File: src/rtl/rsp_pkg.sv
package rsp_pkg;
  typedef enum logic [1:0] {
    ENQ_NONE    = 2'd0,
    ENQ_TAKE    = 2'd1,
    ENQ_TOO_FAR = 2'd2
  } enq_verdict_e;
endpackage

File: src/rtl/rsp_fifo.sv
module rsp_fifo #(
  parameter int DW    = 8,
  parameter int DEPTH = 4,
  localparam int AW   = (DEPTH > 1) ? $clog2(DEPTH) : 1,
  localparam int CW   = $clog2(DEPTH + 1)
) (
  input  logic          clk_i,
  input  logic          rst_ni,
  input  logic          push_i,
  input  logic [DW-1:0] wdata_i,
  input  logic          pop_i,
  output logic [DW-1:0] rdata_o,
  output logic [CW-1:0] cnt_o,
  output logic          full_o,
  output logic          empty_o
);
  logic [DW-1:0] mem_q [DEPTH];
  logic [AW-1:0] wr_q, rd_q;
  logic [CW-1:0] cnt_q;

  function automatic logic [AW-1:0] inc_ptr(input logic [AW-1:0] p);
    return (p == AW'(DEPTH - 1)) ? '0 : p + AW'(1);
  endfunction

  always_ff @(posedge clk_i or negedge rst_ni) begin
    if (!rst_ni) begin
      wr_q  <= '0;
      rd_q  <= '0;
      cnt_q <= '0;
    end else begin
      if (push_i) wr_q <= inc_ptr(wr_q);
      if (pop_i)  rd_q <= inc_ptr(rd_q);
      case ({push_i, pop_i})
        2'b10:   cnt_q <= cnt_q + CW'(1);
        2'b01:   cnt_q <= cnt_q - CW'(1);
        default: cnt_q <= cnt_q;
      endcase
    end
  end

  always_ff @(posedge clk_i) begin
    if (push_i) mem_q[wr_q] <= wdata_i;
  end

  assign rdata_o = mem_q[rd_q];
  assign cnt_o   = cnt_q;
  assign full_o  = (cnt_q == CW'(DEPTH));
  assign empty_o = (cnt_q == '0);


  no_overflow_chk: assert property (@(posedge clk_i) disable iff (!rst_ni)
    push_i |-> !full_o);

  no_underflow_chk: assert property (@(posedge clk_i) disable iff (!rst_ni)
    pop_i |-> !empty_o);
endmodule

File: src/rtl/rsp_round_map.sv
module rsp_round_map
  import rsp_pkg::*;
#(
  parameter int NUM_Q   = 32,
  parameter int BYTE_W  = 32,
  parameter int SHIFT_W = 5,
  localparam int QW     = $clog2(NUM_Q)
) (
  input  logic               valid_i,
  input  logic [BYTE_W-1:0]  bytes_i,
  input  logic [SHIFT_W-1:0] shift_i,
  input  logic [BYTE_W-1:0]  cur_round_i,
  output enq_verdict_e       verdict_o,
  output logic [QW-1:0]      qidx_o
);
  logic [BYTE_W-1:0] pkt_round, tgt_round;
  logic [BYTE_W:0]   horizon;

  always_comb begin
    pkt_round = bytes_i >> shift_i;
    horizon   = {1'b0, cur_round_i} + (BYTE_W+1)'(NUM_Q);
    // late packets are clamped to the round being served
    tgt_round = (pkt_round < cur_round_i) ? cur_round_i : pkt_round;
    qidx_o    = tgt_round[QW-1:0];
    if (!valid_i)                         verdict_o = ENQ_NONE;
    else if ({1'b0, tgt_round} >= horizon) verdict_o = ENQ_TOO_FAR;
    else                                   verdict_o = ENQ_TAKE;
  end
endmodule

File: src/rtl/rsp_round_ctrl.sv
module rsp_round_ctrl #(
  parameter int BYTE_W = 32
) (
  input  logic              clk_i,
  input  logic              rst_ni,
  input  logic              head_empty_next_i,
  input  logic              others_pending_i,
  output logic [BYTE_W-1:0] cur_round_o
);
  logic [BYTE_W-1:0] round_q;

  always_ff @(posedge clk_i or negedge rst_ni) begin
    if (!rst_ni)                                   round_q <= '0;
    else if (head_empty_next_i && others_pending_i) round_q <= round_q + BYTE_W'(1);
  end

  assign cur_round_o = round_q;


  round_step_chk: assert property (@(posedge clk_i) disable iff (!rst_ni)
    (round_q == $past(round_q)) || (round_q == $past(round_q) + BYTE_W'(1)));
endmodule

File: src/rtl/rsp_sched.sv
module rsp_sched
  import rsp_pkg::*;
#(
  parameter int NUM_Q      = 32,
  parameter int FIFO_DEPTH = 4,
  parameter int DESC_W     = 16,
  parameter int BYTE_W     = 32,
  parameter int SHIFT_W    = 5
) (
  input  logic               clk_i,
  input  logic               rst_ni,
  input  logic               enq_valid_i,
  input  logic [DESC_W-1:0]  enq_desc_i,
  input  logic [BYTE_W-1:0]  enq_bytes_i,
  input  logic [SHIFT_W-1:0] bpr_shift_i,
  input  logic               deq_ready_i,
  output logic               deq_valid_o,
  output logic [DESC_W-1:0]  deq_desc_o,
  output logic [BYTE_W-1:0]  cur_round_o,
  output logic               drop_o
);
  localparam int QW = $clog2(NUM_Q);
  localparam int CW = $clog2(FIFO_DEPTH + 1);

  enq_verdict_e      verdict;
  logic [QW-1:0]     enq_idx, head_idx;
  logic [BYTE_W-1:0] cur_round;
  logic [NUM_Q-1:0]  q_full, q_empty, q_push, q_pop;
  logic [DESC_W-1:0] q_data [NUM_Q];
  logic [CW-1:0]     q_cnt  [NUM_Q];
  logic              take, pop, push_head, head_empty_next, others_pending;
  logic [CW:0]       head_cnt_next;
  logic              drop_q;

  rsp_round_map #(.NUM_Q(NUM_Q), .BYTE_W(BYTE_W), .SHIFT_W(SHIFT_W)) u_map (
    .valid_i    (enq_valid_i),
    .bytes_i    (enq_bytes_i),
    .shift_i    (bpr_shift_i),
    .cur_round_i(cur_round),
    .verdict_o  (verdict),
    .qidx_o     (enq_idx)
  );

  assign head_idx    = cur_round[QW-1:0];
  assign take        = (verdict == ENQ_TAKE) && !q_full[enq_idx];
  assign deq_valid_o = !q_empty[head_idx];
  assign deq_desc_o  = q_data[head_idx];
  assign pop         = deq_valid_o && deq_ready_i;
  assign push_head   = take && (enq_idx == head_idx);

  for (genvar g = 0; g < NUM_Q; g++) begin : g_q
    assign q_push[g] = take && (enq_idx == QW'(g));
    assign q_pop[g]  = pop && (head_idx == QW'(g));
    rsp_fifo #(.DW(DESC_W), .DEPTH(FIFO_DEPTH)) u_fifo (
      .clk_i  (clk_i),
      .rst_ni (rst_ni),
      .push_i (q_push[g]),
      .wdata_i(enq_desc_i),
      .pop_i  (q_pop[g]),
      .rdata_o(q_data[g]),
      .cnt_o  (q_cnt[g]),
      .full_o (q_full[g]),
      .empty_o(q_empty[g])
    );
  end

  // advance decision uses the head occupancy after this cycle's traffic
  always_comb begin
    head_cnt_next   = {1'b0, q_cnt[head_idx]} + (CW+1)'(push_head) - (CW+1)'(pop);
    head_empty_next = (head_cnt_next == '0);
    others_pending  = 1'b0;
    for (int i = 0; i < NUM_Q; i++)
      if (QW'(i) != head_idx && !q_empty[i]) others_pending = 1'b1;
  end

  rsp_round_ctrl #(.BYTE_W(BYTE_W)) u_round (
    .clk_i            (clk_i),
    .rst_ni           (rst_ni),
    .head_empty_next_i(head_empty_next),
    .others_pending_i (others_pending),
    .cur_round_o      (cur_round)
  );

  always_ff @(posedge clk_i or negedge rst_ni) begin
    if (!rst_ni) drop_q <= 1'b0;
    else         drop_q <= enq_valid_i && !take;
  end

  assign cur_round_o = cur_round;
  assign drop_o      = drop_q;


  drop_cause_chk: assert property (@(posedge clk_i) disable iff (!rst_ni)
    (verdict == ENQ_TOO_FAR) |=> drop_o);

  hold_round_chk: assert property (@(posedge clk_i) disable iff (!rst_ni)
    (deq_valid_o && !deq_ready_i) |=> $stable(cur_round_o));

  same_cycle_chk: assert property (@(posedge clk_i) disable iff (!rst_ni)
    (pop && push_head) |=> (deq_valid_o && $stable(cur_round_o)));

  one_push_chk: assert property (@(posedge clk_i) disable iff (!rst_ni)
    $onehot0(q_push));
endmodule

File: config.mk
export PLATFORM = sky130hd
export DESIGN_NAME = rsp_sched
export DESIGN_NICKNAME = d
export VERILOG_FILES = /design/src/rtl/rsp_pkg.sv /design/src/rtl/rsp_fifo.sv /design/src/rtl/rsp_round_map.sv /design/src/rtl/rsp_round_ctrl.sv /design/src/rtl/rsp_sched.sv
export SDC_FILE = /design/constraint.sdc
export NUM_CORES = 2
export LEC_CHECK = 0
export BUFFER_PORTS_ARGS = -buffer_cell sky130_fd_sc_hd__buf_2
export CAP_MARGIN = 10
export CORE_ASPECT_RATIO = 0.9
export CORE_MARGIN = 4
export CORE_UTILIZATION = 55
export DETAILED_ROUTE_END_ITERATION = 12
export PLACE_DENSITY = 0.78
export SETUP_SLACK_MARGIN = 0.5
export SLEW_MARGIN = 20
export SYNTH_ARGS = -nofsm -noshare
export SYNTH_HDL_FRONTEND = slang
export SYNTH_SLANG_ARGS = --single-unit
File: constraint.sdc
create_clock -name clk_i -period 9.02 [get_ports clk_i]
set_input_delay 0.451 -clock clk_i [delete_from_list [all_inputs] [get_ports clk_i]]
set_output_delay 0.451 -clock clk_i [all_outputs]
set_load 0.1 [all_outputs]
After elaboration in Yosys (flattened, before gate mapping) --
Memory sizes are Yosys's and may differ from the RTL's. Index checks and enable logic that the tools add are counted.
Word-level totals: register bits after elaboration 257, bits in writable memories 2048, input port bits 57, output and inout bits 50, word-level logic and storage cells 933, memories 32
Cells by class: add/sub/neg operators 132, $lt $le $gt $ge 5, eq/ne operators 255, shifts and indexed selects 1, mux-type cells 205, bitwise operators 1, reductions and logical operators 204
Memory list:
- g_q[0].u_fifo.mem_q | depth 4, bits a word 16, read ports 1, clocked after memory_dff 0, wr ports 1, RTL line rsp_fifo.sv:17 | logic [DW-1:0] mem_q [DEPTH];
- g_q[10].u_fifo.mem_q | depth 4, bits a word 16, read ports 1, clocked after memory_dff 0, wr ports 1, RTL line rsp_fifo.sv:17
- g_q[11].u_fifo.mem_q | depth 4, bits a word 16, read ports 1, clocked after memory_dff 0, wr ports 1, RTL line rsp_fifo.sv:17
- g_q[12].u_fifo.mem_q | depth 4, bits a word 16, read ports 1, clocked after memory_dff 0, wr ports 1, RTL line rsp_fifo.sv:17
- g_q[13].u_fifo.mem_q | depth 4, bits a word 16, read ports 1, clocked after memory_dff 0, wr ports 1, RTL line rsp_fifo.sv:17
- g_q[14].u_fifo.mem_q | depth 4, bits a word 16, read ports 1, clocked after memory_dff 0, wr ports 1, RTL line rsp_fifo.sv:17
- +26 memories
Operators by type and width (count):
- $eq 2x2->1 const B | 96
- $pmux 3 s2 | 32
- $eq 5x5->1 const B | 32
- $mux 2 | 66
- $add 2x1->2 const B | 64
- $logic_and 1x1->1 | 101
- $mux 1 | 98
- $add 3x1->3 const B | 32
- $eq 3x3->1 const B | 32
- $logic_not 3->1 | 32
- $sub 3x1->3 const B | 32
- $bmux 16 s5 | 1
- $eq 5x4->1 const B | 16
- $ne 5x5->1 const A | 16
- $eq 2x1->1 const B | 33
- $reduce_bool 2->1 | 32
- $eq 5x3->1 const B | 8
- $ne 4x5->1 const A | 8
- $logic_not 1->1 | 35
- $add 32x6->33 const B | 1
- $ge 32x33->1 | 1
- $add 32x1->32 const B | 1
- $lt 32x32->1 | 1
- $mux 16 | 2
- other kinds (19) | 31

Longest topological paths before layout --
word-level depth 36, depth in mapped cells 45, gate-level depth less buffers 36

By module --
From an unflattened synthesis, not the netlist that was laid out.
Second synthesis, totals: cells, all modules 5073, area total of the unflattened synthesis 100684.1 um^2
By module, submodules not included:
- rsp_fifo | times used 32, cells each 122, area an instance 2768.9 um^2, seq. area each 2097.0 um^2
- rsp_sched | times used 1, cells each 554, area an instance 6411.1 um^2, seq. area each 25.0 um^2
- rsp_round_map | times used 1, cells each 488, area an instance 4212.8 um^2, seq. area each 0.0 um^2
- rsp_round_ctrl | times used 1, cells each 127, area an instance 1455.1 um^2, seq. area each 800.8 um^2

Worst setup path before layout --
Ideal clock, no wire load.
kind register to register, from register u_round.round_q[3] (netlist: u_round.cur_round_o[3]), to register u_round.round_q[30] (netlist: u_round.cur_round_o[30]), arrival time 8485 ps, data required time 8860 ps, slack 375 ps, stages on the path, launching flop included 35, path buffers 5, cells stage by stage dfrtp_1 clkbuf_1 clkinv_1 buf_1 clkbuf_1 ha_1 nor2_1 a211oi_1 and3_1 o31ai_2 and3_1 buf_4 mux2i_2 inv_1 ha_1 nand4_1 or2_2 or3_1 o21a_1 a21oi_1 o21ai_0 and2_1 clkbuf_1 o211ai_2 and4_1 a21oi_1 ha_1 fa_1 xor2_1 nor3_1 o311a_1 nor3b_2 and2_1 nand4_1 xnor2_1
Between the ends: longest elaborated chain between the ends 35, elaborated cells on any way between the ends 122, classes of those cells 4 x add/sub; 2 x order compare; 33 x eq/ne; 42 x mux; 1 x bitwise; 40 x reduce/logical
RTL lines:
- start, declared | RTL line rsp_round_ctrl.sv:10 | logic [BYTE_W-1:0] round_q;
- start signal, assigned | RTL line rsp_round_ctrl.sv:14 | else if (head_empty_next_i && others_pending_i) round_q <= round_q + BYTE_W'(1);
- $reduce_bool 5->1 | RTL line rsp_sched.sv:73 | if (QW'(i) != head_idx && !q_empty[i]) others_pending = 1'b1;
- $logic_and 1x1->1 | RTL line rsp_sched.sv:73
- $mux 1 (32 in series) | RTL line rsp_sched.sv:73
- $logic_and 1x1->1 | RTL line rsp_round_ctrl.sv:14
Several ways; a longest one is shown, not always the timed one. The select of a mux whose other input is x is not followed. A chain may end at the register's enable or synchronous reset.

Final worst setup path --
from input port bpr_shift_i[0], to register u_round.round_q[30] (netlist: u_round.cur_round_o[30])
Between the ends: longest elaborated chain between the ends 13, elaborated cells on any way between the ends 17, classes of those cells 2 x add/sub; 2 x order compare; 2 x eq/ne; 1 x shift; 5 x mux; 5 x reduce/logical
RTL lines:
- start, declared | RTL line rsp_sched.sv:15 | input logic [SHIFT_W-1:0] bpr_shift_i,
- $shr 32x5->32 * | RTL line rsp_round_map.sv:20 | pkt_round = bytes_i >> shift_i;
- $lt 32x32->1 | RTL line rsp_round_map.sv:23 | tgt_round = (pkt_round < cur_round_i) ? cur_round_i : pkt_round;
- $mux 32 * | RTL line rsp_round_map.sv:23
- $ge 32x33->1 | RTL line rsp_round_map.sv:26 | else if ({1'b0, tgt_round} >= horizon) verdict_o = ENQ_TOO_FAR;
- $mux 2 | RTL line rsp_round_map.sv:26
- $mux 2 | RTL line rsp_round_map.sv:25 | if (!valid_i) verdict_o = ENQ_NONE;
- $eq 2x1->1 | RTL line rsp_sched.sv:45 | assign take = (verdict == ENQ_TAKE) && !q_full[enq_idx];
- $logic_and 1x1->1 | RTL line rsp_sched.sv:45
- $logic_and 1x1->1 * | RTL line rsp_sched.sv:49 | assign push_head = take && (enq_idx == head_idx);
- $add 3x1->4 * | RTL line rsp_sched.sv:69 | head_cnt_next = {1'b0, q_cnt[head_idx]} + (CW+1)'(push_head) - (CW+1)'(pop);
- $sub 4x1->4 * | RTL line rsp_sched.sv:69
- $logic_not 4->1 * | RTL line rsp_sched.sv:70 | head_empty_next = (head_cnt_next == '0);
- $logic_and 1x1->1 * | RTL line rsp_round_ctrl.sv:14
Every way passes the cells marked *; elsewhere a longest branch is shown, timed or not. The select of a mux whose other input is x is not followed.

==> results.md <==
- Largest net degree at the start of global routing: 136
- Worst IR Drop VDD: 570 µV
- Initial antenna violation count: 36
- Layout area overhead: 11.8%
- Place WS: 145 ps
- Setup Viol. Count Final: 0
- Yosys reg bits: 2305
- Gr ovfl total: 0
- Switch share: 33.4%
- Reg-to-Reg Start: u_round.cur_round_o[6]
- P_sw: 10.6 mW
- Vias in the first global route: 52759
- Post-synth cell types: 91
- Logic pwr share: 29.3%
- CP Capture Type: flip-flop
- # DRC: 0
- Vias post-DR: 52960
- DR WL/cell: 31.7 µm
- Max-cap violations: 0
- RSZ-0062 raised after global routing: no
- Crit path top cell by count: ha_1
- Synthesized area: 99400 µm²
- ANT nets after route: 0
- I/O Buffers: 106
- Final Hold Vio Count: 0
- Normalized max-slew margin: 15.8%
- F_max: 0.124 GHz
- Starting Density: 55.5%
- Area of the core: 179000 µm²
- Ys async rst share: 11.1%
- Final core occ: 62.1%
- Setup TNS: 0 ps
- Total GRT Usage: 27.5%
- Most common cell after layout, fill and taps aside: edfxtp_1
- WL final: 257000 µm
- Pint: 21.1 mW
- Hold Path Sink: g_q[20].u_fifo.mem_q[0][2]
- Synth Net Count: 5557
- Final period utilization: 89.5%
- Total CTS buffers: 219
- Reg2Reg Depth: 29
- Nets: 5848
- Die area: 188000 µm²
- Root Buffer: clkbuf_16
- First-pass GRT wire length: 376000 µm
- Clock power frac: 29.7%
- CTS tree: yes
- Clock sinks: 2305
- Hold Path Class: in2reg
- Total power: 31.6 mW
- Worst-Skew Late Latency: 900 ps
- First-pass DRT Iterations: 7
- Worst min-delay path startpoint: enq_desc_i[2]
- Synth Instances: 5201
- Via density: 6.55
- WP data required: 9740 ps
- Reg clk slew, reported paths: 60 ps
- Clock tree buffer depth: 3
- Top FF cell, synth: edfxtp_1
- Most frequent cells in the layout: 2048 x edfxtp_1, 727 x mux4_2, 266 x ha_1
- Fin. max-slew vios: 0
- Die height: 411 µm
- Share of layout cells above drive strength 1: 27.6%
- Worst Tran Pin Value: 1250 ps
- Die Wd: 456 µm
- Outcome: completed
- Post-DP HPWL: 157000 µm
- Cell row count: 147
- PwrDens: 285 nW/µm²
- Worst R2R End: u_round.cur_round_o[30]
- Post-synth EDFFs: 2048
- Mean post-synth cell area: 19.1 µm²
- Worst clock skew: 86.7 ps
- Startpoint types: input port
- Critical Path Start: bpr_shift_i[0]
- Critical path data arrival time: 8790 ps
- Path type of the worst setup path: in2reg
- R2r setup slk: 1430 ps
- IO Count: 107
- Min-Delay Path Depth: 1
- Syn. warnings: 0
- WHS: 100 ps
- Static Leakage: 37.6 nW
- Initial DRC Count: 7443
- CTS H-tree depth: 4
- Worst Setup Slack, final: 950 ps
- Routability cong.: 0.941
- Seq/Total Area, Yosys: 68.4%
- CP Max Fanout: 40
- Largest stage delay, worst path: 530 ps
- Seq pwr share: 41.0%
- Slowest CP cell: mux4_2
- Final min period: 8070 ps
repair_timing:
item | CTS | global route
setup endpoints to repair | 0 | 24
setup buffers | 0 | 0
resized for setup | 0 | 4
hold buffers | 4 | 0
endpoints found under the hold margin | 105 | 0
metal layers:
metal  global-route usage (%)  share of wire [%]  vias up  wire length [µm]
li1                         -                  -    21396                 -
met1                     39.7                 38    27723             97400
met2                     42.2                 47     3310            120000
met3                     5.42                 11      513             27600
met4                     10.4                4.3       18             10900
met5                    0.667               0.10        -               257
power by group through the flow:
stage,combinational (mW),sequential (mW),clock [mW]
after floorplan,6.40,12.7,0
after global placement,8.82,13.1,0
after detailed placement,9.00,13.2,0
after CTS,9.16,13.0,9.49
after global routing,9.68,13.0,9.98
final,9.25,13.0,9.40
layout make-up:
class / instances / area, µm²
flip-flops and latches: 2305 / 68000
fillers: 11807 / 67900
multi-input cells: 2405 / 29500
clock buffers: 268 / 5790
well taps: 2384 / 2980
repair buffers: 312 / 2190
clock inverters: 149 / 1650
inverters: 249 / 942
diodes: 11 / 27.5
registers in the layout, indices dropped and copies added, names as in the netlist:
signal               cells
g_q.u_fifo.mem_q      2048
g_q.u_fifo.cnt_o        96
u_round.cur_round_o     32
drop_o                   1
g_q.u_fifo.rd_q         64
g_q.u_fifo.wr_q         64
worst max-delay path: cells and delay by family:
family / cells / cell delay [ps]
AOI/OAI and AO/OA: 12 / 2650
xor gates and xnor gates: 1 / 170
adders and majority gates: 4 / 1230
buffers and inverters: 4 / 960
muxes: 3 / 1170
and+or+nand+nor: 10 / 2100
Yosys cell counts, types with 5 or more instances:
master / n / area share (%)
buf_4: 5 / 0.038
inv_1: 242 / 0.91
nor4_1: 8 / 0.050
a211oi_1: 22 / 0.17
nor3b_1: 6 / 0.045
o211ai_1: 6 / 0.045
buf_1: 68 / 0.26
buf_6: 5 / 0.057
nand2_1: 191 / 0.72
a21oi_1: 57 / 0.29
a31oi_1: 10 / 0.063
a22oi_1: 6 / 0.045
o21ai_1: 8 / 0.040
dfrtp_1: 257 / 6.5
xor2_1: 65 / 0.57
mux4_2: 727 / 16
buf_2: 12 / 0.060
and2_1: 103 / 0.65
o2111ai_1: 5 / 0.044
nor3_1: 79 / 0.40
clkbuf_1: 152 / 0.57
o22ai_1: 14 / 0.088
a32o_1: 5 / 0.050
nand4_1: 25 / 0.16
a21o_1: 10 / 0.076
fa_1: 33 / 0.66
or3_1: 7 / 0.044
mux2_2: 123 / 1.4
xnor2_1: 88 / 0.78
mux2i_1: 45 / 0.45
nor2_1: 176 / 0.66
edfxtp_1: 2048 / 62
a311oi_1: 13 / 0.11
and3_1: 75 / 0.47
o21ai_0: 57 / 0.29
nor2b_1: 7 / 0.044
nand3_1: 44 / 0.22
mux2_1: 24 / 0.27
ha_1: 266 / 3.3
nor2_2: 9 / 0.057
or2_2: 5 / 0.031
cells by family after synthesis:
kind of cell | count (synthesis) | share of synthesized area [%]
multiplexers | 922 | 18.6
AO/OA/AOI/OAI | 264 | 1.84
AND/OR/NAND/NOR | 767 | 3.86
buffers and inverters | 491 | 1.93
adder cells (fa/ha/maj) | 299 | 4.01
XOR/XNOR | 153 | 1.35
flip-flops | 2305 | 68.4
through the flow:
stage          instances  cell area [µm²]
5_1_grt             8081           111000
3_3_place_gp        7651           104000
6_report            8083           111000
2_1_floorplan       5201            99400
3_5_place_dp        7651           104000
4_1_cts             8072           111000
worst max path at each step:
stage	end	slack [ps]	cells past startpoint
2_1_floorplan	u_round.cur_round_o[30]	580	34
3_3_place_gp	u_round.cur_round_o[30]	210	35
3_5_place_dp	u_round.cur_round_o[30]	140	34
4_1_cts	u_round.cur_round_o[30]	1000	34
5_1_grt	u_round.cur_round_o[30]	530	34
6_report	u_round.cur_round_o[30]	950	34
(Power assumes the default switching activity.)
